File: config.mk
export PLATFORM = sky130hd
export DESIGN_NAME = burst_addr_seq
export DESIGN_NICKNAME = d
export VERILOG_FILES = /design/src/rtl/bas_pkg.sv /design/src/rtl/bas_wrap_decode.sv /design/src/rtl/bas_next_addr.sv /design/src/rtl/bas_page_detect.sv /design/src/rtl/burst_addr_seq.sv
export SDC_FILE = /design/constraint.sdc
export NUM_CORES = 1
export LEC_CHECK = 0
export ABC_AREA = 0
export BUFFER_PORTS_ARGS = -buffer_cell sky130_fd_sc_hd__clkbuf_2
export CAP_MARGIN = 10
export CORE_ASPECT_RATIO = 1.5
export CORE_MARGIN = 10
export CORE_UTILIZATION = 35
export DETAILED_ROUTE_END_ITERATION = 10
export GPL_TIMING_DRIVEN = 0
export SLEW_MARGIN = 15
export SYNTH_ARGS = -nofsm -noshare
export SYNTH_HDL_FRONTEND = slang
export SYNTH_SLANG_ARGS = --single-unit
File: constraint.sdc
create_clock -name clk -period 3.5 [get_ports clk]
set_clock_uncertainty 0.15 [all_clocks]
set_input_delay 0.525 -clock clk [delete_from_list [all_inputs] [get_ports clk]]
set_output_delay 0.525 -clock clk [all_outputs]
set_load 0.01 [all_outputs]
File: src/rtl/bas_pkg.sv
package bas_pkg;
  typedef enum logic [1:0] {
    BM_WRAP   = 2'b00,
    BM_LINEAR = 2'b01,
    BM_HYBRID = 2'b10,
    BM_RSVD   = 2'b11
  } burst_mode_e;

  typedef enum logic {
    PH_WRAP   = 1'b0,
    PH_LINEAR = 1'b1
  } phase_e;

  function automatic phase_e start_phase(input logic [1:0] mode);
    return (mode == BM_WRAP || mode == BM_HYBRID) ? PH_WRAP : PH_LINEAR;
  endfunction
endpackage

File: src/rtl/bas_wrap_decode.sv
module bas_wrap_decode #(
  parameter int MAX_WRAP_WORDS = 32,
  localparam int WL = $clog2(MAX_WRAP_WORDS)
) (
  input  logic [1:0]    code,
  output logic [WL-1:0] mask
);
  localparam int LEN_FULL    = MAX_WRAP_WORDS;
  localparam int LEN_QUARTER = MAX_WRAP_WORDS / 4;
  localparam int LEN_HALF    = MAX_WRAP_WORDS / 2;

  always_comb begin
    unique case (code)
      2'b00:   mask = WL'(LEN_FULL - 1);
      2'b01:   mask = WL'(LEN_QUARTER - 1);
      default: mask = WL'(LEN_HALF - 1);
    endcase
  end
endmodule

File: src/rtl/bas_next_addr.sv
module bas_next_addr
  import bas_pkg::*;
#(
  parameter int AW = 24,
  parameter int WL = 5
) (
  input  logic [AW-1:0] cur,
  input  logic [WL-1:0] mask,
  input  logic [WL-1:0] count,
  input  logic          hybrid,
  input  phase_e        phase,
  output logic [AW-1:0] next,
  output phase_e        next_phase
);
  logic [AW-1:0] mask_w;
  logic [AW-1:0] inc;
  logic [AW-1:0] wrapped;
  logic [AW-1:0] exit_addr;
  logic          wrap_done;

  assign mask_w    = {{(AW-WL){1'b0}}, mask};
  assign inc       = cur + AW'(1);
  assign wrapped   = (cur & ~mask_w) | (inc & mask_w);
  assign exit_addr = (cur | mask_w) + AW'(1);
  assign wrap_done = hybrid && (count == mask);

  always_comb begin
    if (phase == PH_LINEAR) begin
      next       = inc;
      next_phase = PH_LINEAR;
    end else if (wrap_done) begin
      next       = exit_addr;
      next_phase = PH_LINEAR;
    end else begin
      next       = wrapped;
      next_phase = PH_WRAP;
    end
  end
endmodule

File: src/rtl/bas_page_detect.sv
module bas_page_detect
  import bas_pkg::*;
#(
  parameter int AW = 24,
  parameter int PAGE_LOG2 = 4
) (
  input  logic [AW-1:0] addr,
  input  phase_e        phase,
  output logic          hit
);
  assign hit = (phase == PH_LINEAR) && (addr[PAGE_LOG2-1:0] == '0);
endmodule

File: src/rtl/burst_addr_seq.sv
module burst_addr_seq
  import bas_pkg::*;
#(
  parameter int AW = 24,
  parameter int PAGE_WORDS = 16,
  parameter int MAX_WRAP_WORDS = 32
) (
  input  logic          clk,
  input  logic          rst_n,
  input  logic          load,
  input  logic [AW-1:0] start_addr,
  input  logic [1:0]    burst_mode,
  input  logic [1:0]    wrap_code,
  input  logic          stop,
  input  logic          out_ready,
  output logic          out_valid,
  output logic [AW-1:0] out_addr,
  output logic          page_req
);
  localparam int PAGE_LOG2 = $clog2(PAGE_WORDS);
  localparam int WL = $clog2(MAX_WRAP_WORDS);

  logic [AW-1:0] cur_q;
  logic          valid_q;
  phase_e        phase_q;
  logic          hybrid_q;
  logic [WL-1:0] mask_q;
  logic [WL-1:0] cnt_q;
  logic          page_q;

  logic [WL-1:0] dec_mask;
  logic [AW-1:0] nxt_addr;
  phase_e        nxt_phase;
  logic [AW-1:0] cand_addr;
  phase_e        cand_phase;
  logic          cand_hit;
  logic          accept;

  bas_wrap_decode #(.MAX_WRAP_WORDS(MAX_WRAP_WORDS)) u_dec (
    .code (wrap_code),
    .mask (dec_mask)
  );

  bas_next_addr #(.AW(AW), .WL(WL)) u_next (
    .cur        (cur_q),
    .mask       (mask_q),
    .count      (cnt_q),
    .hybrid     (hybrid_q),
    .phase      (phase_q),
    .next       (nxt_addr),
    .next_phase (nxt_phase)
  );

  assign cand_addr  = load ? start_addr : nxt_addr;
  assign cand_phase = load ? start_phase(burst_mode) : nxt_phase;

  bas_page_detect #(.AW(AW), .PAGE_LOG2(PAGE_LOG2)) u_page (
    .addr  (cand_addr),
    .phase (cand_phase),
    .hit   (cand_hit)
  );

  assign accept = valid_q && out_ready;

  always_ff @(posedge clk) begin
    if (!rst_n) begin
      cur_q    <= '0;
      valid_q  <= 1'b0;
      phase_q  <= PH_LINEAR;
      hybrid_q <= 1'b0;
      mask_q   <= '0;
      cnt_q    <= '0;
      page_q   <= 1'b0;
    end else if (load) begin
      cur_q    <= start_addr;
      valid_q  <= 1'b1;
      phase_q  <= cand_phase;
      hybrid_q <= (burst_mode == BM_HYBRID);
      mask_q   <= dec_mask;
      cnt_q    <= '0;
      page_q   <= cand_hit;
    end else if (stop) begin
      valid_q  <= 1'b0;
      page_q   <= 1'b0;
    end else if (accept) begin
      cur_q    <= nxt_addr;
      phase_q  <= nxt_phase;
      cnt_q    <= cnt_q + WL'(1);
      page_q   <= cand_hit;
    end else begin
      page_q   <= 1'b0;
    end
  end

  assign out_valid = valid_q;
  assign out_addr  = cur_q;
  assign page_req  = page_q;
endmodule

==> results of run 1 <==
==> metal layers <==
metal	vias to the layer above	track usage, %	share of wire (%)
li1	1325	-	-
met1	1237	17.89	39
met2	103	28.88	51
met3	20	4.032	6.6
met4	0	7.800	3.2
met5	-	0	0
==> how the worst max path moves through the flow <==
stage | endpoint | cells after the start | slack, ns
2_1_floorplan | out_addr[22] | 11 | 1.20
3_3_place_gp | out_addr[22] | 11 | 0.72
3_5_place_dp | out_addr[22] | 11 | 0.71
4_1_cts | out_addr[22] | 11 | 0.69
5_1_grt | out_addr[22] | 11 | 0.43
6_report | out_addr[22] | 11 | 0.67
==> cell usage in the layout (no fill, tap or decap), types with 3 or more instances in the layout <==
master / count
a211oi_1: 3
a21oi_1: 30
a31oi_1: 11
and2_1: 4
and3_1: 3
buf_2: 5
clkbuf_1: 15
clkbuf_2: 58
clkbuf_8: 5
dfxtp_1: 36
ha_1: 4
inv_1: 9
nand2_1: 23
nand2b_1: 4
nand3_1: 20
nand4_1: 11
nor2_1: 19
nor2b_1: 6
nor3_1: 12
nor4_1: 6
o21a_1: 3
o21ai_0: 33
o31ai_1: 3
xnor2_1: 16
xor2_1: 5
==> cell families after synthesis <==
kind of cell / synth area share [%]
AND/OR/NAND/NOR: 28.41
AO/OA/AOI/OAI: 26.53
flip-flops: 30.14
buffers and inverters: 5.128
XOR/XNOR: 7.692
adder cells (fa/ha/maj): 2.093
==> worst max-delay path, cell delays in order, from the launching register on <==
cell and delay [ns]:
dfxtp_1 0.31, buf_2 0.17, inv_1 0.07, ha_1 0.27
inv_1 0.07, ha_1 0.18, o21ai_0 0.19, nor3_1 0.10
a21oi_1 0.50, nor3_1 0.13, and4_2 0.26, o311a_1 0.31
==> cell usage after synthesis, types with 3 or more instances <==
library cell,count
o21a_1,3
clkbuf_1,15
nand2b_1,4
o31ai_1,3
inv_1,9
ha_1,4
nor2_1,19
xnor2_1,16
nand4_1,11
nor4_1,6
a211oi_1,3
nand2_1,23
xor2_1,5
o21ai_0,33
buf_2,5
nor2b_1,6
and2_1,4
a31oi_1,11
nand3_1,20
and3_1,3
a21oi_1,30
nor3_1,12
dfxtp_1,36
==> where the power goes <==
| part | leakage (uW) | total, uW | internal (uW) | switching [uW] |
|---|---|---|---|---|
| sequential | 0.000297 | 466 | 433 | 33.3 |
| combinational | 0.000730 | 200 | 80.1 | 120 |
| clock | 0.0000479 | 314 | 139 | 175 |
| total | 0.00107 | 980 | 652 | 328 |
==> layout make-up <==
class / count / area (um^2)
Multi-Input combinational cell: 254 / 1548
Inverter: 9 / 33.78
Fill cell: 727 / 3712
Sequential cell: 36 / 720.7
Clock inverter: 3 / 18.77
Timing Repair Buffer: 58 / 290.3
Clock buffer: 5 / 68.82
Buffer: 22 / 88.84
Tap cell: 76 / 95.09
==> flip-flops by register name, summed over array words and instances, names as in the netlist, named ones only <==
signal / flops
out_addr: 23
cnt_q: 5
mask_q: 3
hybrid_q: 1
out_valid: 1
page_req: 1
phase_q: 1
==> metrics by stage <==
step           util (%)  area, um^2  power, uW
2_1_floorplan         -        2391      588.3
3_3_place_gp      42.22        2776      673.7
3_5_place_dp      42.22        2776      674.8
4_1_cts           43.55        2864      983.6
5_1_grt           43.55        2864       1026
6_report          43.55        2864      980.2
==> impl_results.md, run 1 <==
* Status: complete, no violations
* Crit Path Class: reg -> reg
* Register area share after synthesis at 30.14%
* Hold crit path type: in -> reg
* Required time of the critical path at 3.55 ns
* Clock root buffer: clkbuf_8
* Std-Cell Rows at 36
* Vias at 2685
* DRC Markers at 0
* Netlist cell types at 54
* # IOs at 59
* Num CTS Buffers at 5
* Cell area power density at 342.2 mW/mm^2
* Relative slew margins at 47.71%
* Area contributors post-synth: dfxtp_1 30%, o21ai_0 6.9%, a21oi_1 6.3%
* Cell taking the most area after synthesis: dfxtp_1
* Lkg Pwr at 0.001075 uW
* Area share of the largest cell type after synthesis at 30.14%
* WL/cell at 18.87 um
* Maxcap violations at 0
* Largest net degree at the start of global routing at 13
* Mapped cell area at 0.002391 mm^2
* Setup slack, reg-to-reg at 0.67 ns
* Longest Clk Path Bufs at 2
* Tot GR Track Use at 16.52%
* Pre-Repair DR Iteration Count at 4
* Vias in the first global route at 2692
* DP Worst Slack at 0.7132 ns
* Slew of the pin with the lowest slew margin at 0.7784 ns
* Clk_lat worst skew at 0.31 ns
* Post-Layout Cell Count at 463
* Total Wirelength at 8739 um
* IO Port Bufs at 58
* Initial antenna violation count at 0
* Origin of the worst setup path: mask_q[2]
* Final antenna diode count at 0
* RePlAce Congestion at 0.9537
* Initial Util at 36.36%
* Die height at 121.2 um
* Flops & latches, synth at 36
* Placed Instances at 455
* Die Width at 87.49 um
* First-pass GRT wire length at 13890 um
* Area delta synth->final at 19.78%
* R2r startpoint: mask_q[2]
* Tcrit/Tclk final at 80.91%
* Layout cells sized above 1 at 20.41%
* Final worst slack at 0.6681 ns
* CTS tree: built
* Achievable Freq at 0.3531 GHz
* # Post-CTS Setup Buffers at 0
* Hold Path Origin: wrap_code[0]
* Largest fanout on the critical path at 10
* RSZ-0062 raised after global routing: no
* CTS sink cnt at 36
* Reg2Reg Capture Point: out_addr[22]
* DR vias/cell at 5.799
* Crit path time final at 2.832 ns
* Post-CTS sizing at 0
* Hold slack at 0.2654 ns
* YS warnings at 0
* EDFF count, synth at 0
* Global route overflow at 0
* HPWL Detailed at 6599 um
* Synthesized Nets at 358
* Clk slew on worst S/H paths at 0.08 ns
* Crit path DAT at 2.88 ns
* # setup viols final at 0
* Setup_tns at 0 ns
* Syn Area/Cell at 7.449 um^2
* DIE AREA at 0.01061 mm^2
* H-tree Lvls at 2
* Syn Inst Count at 321
* R2R depth at 11
* Post-cts hold buffer count at 0
* Final ANT Viol Nets at 0
* Initial drt markers at 204
* Area of the core at 0.006576 mm^2
* Nets at 423
* Hold Vio Cnt, Final at 0
* Hold EP: mask_q[3]
* CP Capture Type: register
* Final Max Slew Viols at 0
* Peak supply drop at 0.2650 mV
* WHS Path Cells at 2
* Post-synth ARST share at 0%
* Dominant synthesized flop cell: dfxtp_1
* Critical path launch point type: register
No activity file was read; power rests on OpenSTA's default activity.
==> inputs of run 2 (changes only) <==
==> constraint.sdc (replaced) <==
create_clock -name clk -period 2.6 [get_ports clk]
set_clock_uncertainty 0.15 [all_clocks]
set_input_delay 0.39 -clock clk [delete_from_list [all_inputs] [get_ports clk]]
set_output_delay 0.39 -clock clk [all_outputs]
set_load 0.01 [all_outputs]
==> run 2 against run 1 <==
Compared with the run above:
- non-clock buffer count unchanged
- largest cell class unchanged
- hold slack worse by 0.13 ns
- final area grew 3.1%
- critical endpoint is now out_addr[23]
- largest power group unchanged
- combinational power rose by 41%
- highest routed layer unchanged
==> impl_results.md, run 2 (synthesis results as in run 1) <==
* Initial Util at 36.36%
* H-tree Lvls at 2
* DR vias/cell at 5.769
* Slowest stage cell, crit path: dfxtp_1
* # setup viols final at 0
* Initial drt markers at 210
* Layout cells sized above 1 at 24.03%
* Worst stage delay on the critical path at 0.51 ns
* DRC Markers at 0
* Power share of the clock group at 31.4%
* Setup_tns at 0 ns
* CP Capture Type: register
* Lkg Pwr at 0.001097 uW
* Post-DP Area at 0.002776 mm^2
* Total Wirelength at 8686 um
* Area of the core at 0.006576 mm^2
* Fin area at 0.002953 mm^2
* Maxcap violations at 0
* First-pass GRT wire length at 13940 um
* Sequential share of power at 47.3%
* Clk slew on worst S/H paths at 0.08 ns
* Met2 global-route usage at 28.65%
* Nets at 423
* Hold Vio Cnt, Final at 0
* Logic pwr share at 21.3%
* Final Max Slew Viols at 0
* Largest net degree at the start of global routing at 13
* Worst path buffer plus inverter count at 0
* Final antenna diode count at 0
* Crit path time final at 2.411 ns
* Required time of the critical path at 2.67 ns
* Relative slew margins at 55.08%
* Clk_lat worst skew at 0.30 ns
* Num CTS Buffers at 5
* Final worst slack at 0.1894 ns
* Most frequent cells in the layout: 58 x clkbuf_2, 34 x dfxtp_1, 32 x o21ai_0, 29 x a21oi_1, 23 x nand2_1
* Met1 Usage GRT at 18.13%
* Clock root buffer: clkbuf_8
* IO Port Bufs at 58
* Initial antenna violation count at 0
* Crit Path Class: reg -> reg
* Pre-Repair DR Iteration Count at 4
* Commonest non-fill, non-tap cell in the layout: clkbuf_2
* Achievable Freq at 0.4148 GHz
* DIE AREA at 0.01061 mm^2
* CTS tree: built
* Longest Clk Path Bufs at 2
* WL/cell at 18.76 um
* Slew of the pin with the lowest slew margin at 0.6668 ns
* Status: complete, no violations
* Die height at 121.2 um
* Largest fanout on the critical path at 8
* Largest register FFs at 23
* Area delta synth->final at 23.50%
* Cell area power density at 449.7 mW/mm^2
* Grt met3 use at 4.099%
* Vias in the first global route at 2688
* Hold crit path type: in -> reg
* Peak supply drop at 0.3584 mV
* Worst path cell trace: and4_4 -> or4b_4 -> nor2_4 -> nand4_1 -> or4_1 -> a41oi_1
* CTS sink cnt at 36
* Std-Cell Rows at 36
* DP Worst Slack at -0.1868 ns
* Sw Share at 33.43%
* Tot GR Track Use at 16.57%
* RePlAce Congestion at 0.9537
* Die Width at 87.49 um
* Psw at 443.8 uW
* # IOs at 59
* Crit path DAT at 2.48 ns
* Busiest grt layer: met2
* Tcrit/Tclk final at 92.72%
* HPWL Detailed at 6599 um
* Global route overflow at 0
* Critical path launch point type: register
* Internal Power at 884.0 uW
* Post-cts hold buffer count at 0
* Final ANT Viol Nets at 0
* Vias at 2671
* Cell class contributing the biggest share of worst-path delay: simple AND/OR/NAND/NOR gates
==> run 2: changes by cell type in the layout (fill, tap and decap cells not counted), moves of 2 or more <==
cell and delta:
dfxtp_1 -2, clkbuf_4 +2, a2111oi_2 +2, nor3_1 -2, dfxtp_2 +2, buf_2 -2
==> run 2: worst register-to-register path, delay by kind of cell (launching register included) <==
| family | cells | cell delay, ns |
|---|---|---|
| AND/OR/NAND/NOR | 5 | 1.45 |
| AO/OA/AOI/OAI | 1 | 0.22 |
| flip-flops | 1 | 0.51 |
==> run 2: power groups by stage <==
stage          sequential (uW)  clock (uW)  combinational, uW
2_1_floorplan              641           0                151
3_3_place_gp               639           0                268
3_5_place_dp               639           0                269
4_1_cts                    627         428                271
5_1_grt                    633         448                317
6_report                   628         418                283
==> run 2: worst paths after layout <==
check | start | to | slack, ns | depth (start not counted)
max | out_addr[14] | out_addr[23] | 0.19 | 6
min | wrap_code[0] | mask_q[3] | 0.14 | 2
max reg2reg | out_addr[14] | out_addr[23] | 0.19 | 6
min reg2reg | cnt_q[1] | cnt_q[1] | 0.35 | 2
==> run 2: what timing repair did <==
item	CTS	global route
pin swaps	0	0
resized for setup	3	16
setup endpoints to repair	3	13
buffers inserted	0	1
==> run 2: area by class of cell <==
class / instances / area (um^2)
inverter: 9 / 33.78
multi-input combinational: 254 / 1613
clock inverter: 3 / 18.77
sequential: 36 / 723.2
fill: 721 / 3623
tap: 76 / 95.09
clock buffer: 5 / 68.82
buffer: 21 / 90.09
timing repair buffer: 59 / 310.3
==> run 2: metrics by stage <==
stage,hold WS (ns),cells,power (uW),utilization [%]
after global routing,0.1371,463,1398,44.90
after CTS,0.1297,462,1325,43.66
after floorplan,0.3114,321,791.9,-
after global placement,0.3268,455,906.9,42.22
after detailed placement,0.3382,455,908.4,42.22
final,0.1369,463,1328,44.90
==> run 2: metal layers <==
layer / vias up / wire length [um]
met2: 81 / 4466
met5: - / 0
met3: 21 / 446
met1: 1243 / 3449
met4: 0 / 325
li1: 1326 / -
==> inputs of run 3 (changes only) <==
--- a/config.mk
+++ b/config.mk
@@ -12,6 +12,7 @@
 export CORE_MARGIN = 10
 export CORE_UTILIZATION = 35
 export DETAILED_ROUTE_END_ITERATION = 10
+export GPL_ROUTABILITY_DRIVEN = 0
 export GPL_TIMING_DRIVEN = 0
 export SLEW_MARGIN = 15
 export SYNTH_ARGS = -nofsm -noshare
==> constraint.sdc (replaced) <==
create_clock -name clk -period 2.6 [get_ports clk]
set_clock_uncertainty 0.15 [all_clocks]
set_input_delay 0.13 -clock clk [delete_from_list [all_inputs] [get_ports clk]]
set_output_delay 0.13 -clock clk [all_outputs]
set_load 0.01 [all_outputs]
==> run 3 against run 2 <==
Compared with the run above:
- wire length is 0.81% higher
- clock-buffer cell count grew 1
- first-iteration DRC count rose by 22%
- utilization rose by 2.8 points
- fmax decreased by 3.0%
==> impl_results.md, run 3 (synthesis results as in run 1) <==
* DP Worst Slack at -0.1630 ns
* Final Max Slew Viols at 0
* HPWL Detailed at 6428 um
* Reg area at 721.9 um^2
* DIE AREA at 0.01061 mm^2
* Total power at 1442 uW
* Largest register FFs at 23
* Nets at 441
* Footprint of the multi-input gates at 0.001602 mm^2
* Placed Instances at 455
* Required time of the critical path at 2.62 ns
* Slew of the pin with the lowest slew margin at 0.7368 ns
* Lkg Pwr at 0.001176 uW
* First-pass GRT wire length at 14170 um
* Die Width at 87.49 um
* Hold crit path type: in -> reg
* Critical path launch point type: register
* Post-layout util at 47.74%
* Achievable Freq at 0.4025 GHz
* Initial antenna violation count at 0
* Final ANT Viol Nets at 0
* Area delta synth->final at 31.29%
* Largest net degree at the start of global routing at 12
* Clk slew on worst S/H paths at 0.08 ns
* Area of the core at 0.006576 mm^2
* # setup viols final at 0
* Relative slew margins at 50.36%
* Std-Cell Rows at 36
* CTS sink cnt at 36
* RSZ-0062 raised after global routing: yes
* Fill count at 691
* WL/cell at 18.20 um
* Crit path time final at 2.484 ns
* Clock root buffer: clkbuf_8
* Tot GR Track Use at 16.44%
* Setup slack, reg-to-reg at 0.12 ns
* Die height at 121.2 um
* Final antenna diode count at 0
* Maxcap violations at 0
* CTS tree: built
* Status: complete, no violations
* CP Capture Type: register
* WHS Path Cells at 4
* Initial drt markers at 257
* Most frequent cells in the layout: 59 x clkbuf_2, 35 x dfxtp_1, 32 x o21ai_0, 28 x a21oi_1, 23 x nand2_1
* R2R depth at 7
* # IOs at 59
* Final worst slack at 0.1158 ns
* DR vias/cell at 5.894
* Cell area power density at 459.3 mW/mm^2
* Crit Path Class: reg -> reg
* Pre-Repair DR Iteration Count at 5
* Clk_lat worst skew at 0.30 ns
* DRC Markers at 0
* Crit path DAT at 2.50 ns
* IO Port Bufs at 58
* Layout cells sized above 1 at 22.47%
* Num CTS Buffers at 5
* H-tree Lvls at 2
* Largest fanout on the critical path at 10
* Post-Layout Cell Count at 481
* Hold Vio Cnt, Final at 0
* Total Wirelength at 8756 um
* Setup_tns at 0 ns
* Global route overflow at 0
* Peak supply drop at 0.2821 mV
* Initial Util at 36.36%
* Tcrit/Tclk final at 95.55%
* Longest Clk Path Bufs at 2
* Vias in the first global route at 2776
* Vias at 2835
* Commonest non-fill, non-tap cell in the layout: clkbuf_2
[run 3: cell count changes in the layout (fill, tap and decap cells not counted), sizes merged]
cell	change
dlygate4sd3	+18
clkinv	-2
buf	+1
bufinv	+1
[run 3: what timing repair did]
action / CTS / global route
endpoints found under the hold margin: 17 / 0
setup endpoints to repair: 3 / 15
buffers inserted: 0 / 1
pin swaps: 0 / 1
hold buffers: 18 / 0
resized for setup: 4 / 12
cloned: 0 / 0
[run 3: power by group]
part / internal [uW] / total [uW] / leakage (uW) / switching (uW)
clock: 285 / 517 / 0.0000552 / 232
combinational: 128 / 297 / 0.000824 / 169
sequential: 583 / 628 / 0.000298 / 45.1
[run 3: per-layer routing]
metal  part of all wire, %  vias up  track usage, %
met4                   3.2        0           6.700
met3                   5.5       29           3.159
met1                    40     1332           18.51
met2                    51      114           29.01
li1                      -     1360               -
met5                     0        -               0
[run 3: layout make-up]
cell class	instances	area share [%]
buffer	21	2.830
clock buffer	6	2.312
clock inverter	2	1.116
inverter	9	1.076
multi-input combinational	254	51.02
sequential	36	23.00
tap	76	3.029
timing repair buffer	77	15.62
[run 3: final timing paths]
kind	from	endpoint
hold / removal	start_addr[1]	out_addr[1]
hold reg to reg	cnt_q[1]	cnt_q[1]
setup reg to reg	mask_q[4]	page_req
setup / recovery	mask_q[4]	page_req
[run 3: metrics by stage]
stage	hold slack [ns]	cell area, um^2
global placement	0.1939	2776
floorplan	0.08795	2391
detailed placement	0.2001	2776
finish	0.002486	3139
global route	0.01185	3139
CTS	0.003286	3077
[run 3: critical path, stage by stage, from the launching register on]
cell       delay, ns
dfxtp_1         0.47
xnor2_1         0.20
and3_1          0.36
a21oi_1         0.12
buf_2           0.23
nor3_1          0.25
o21ai_0         0.20
a2111oi_1       0.36
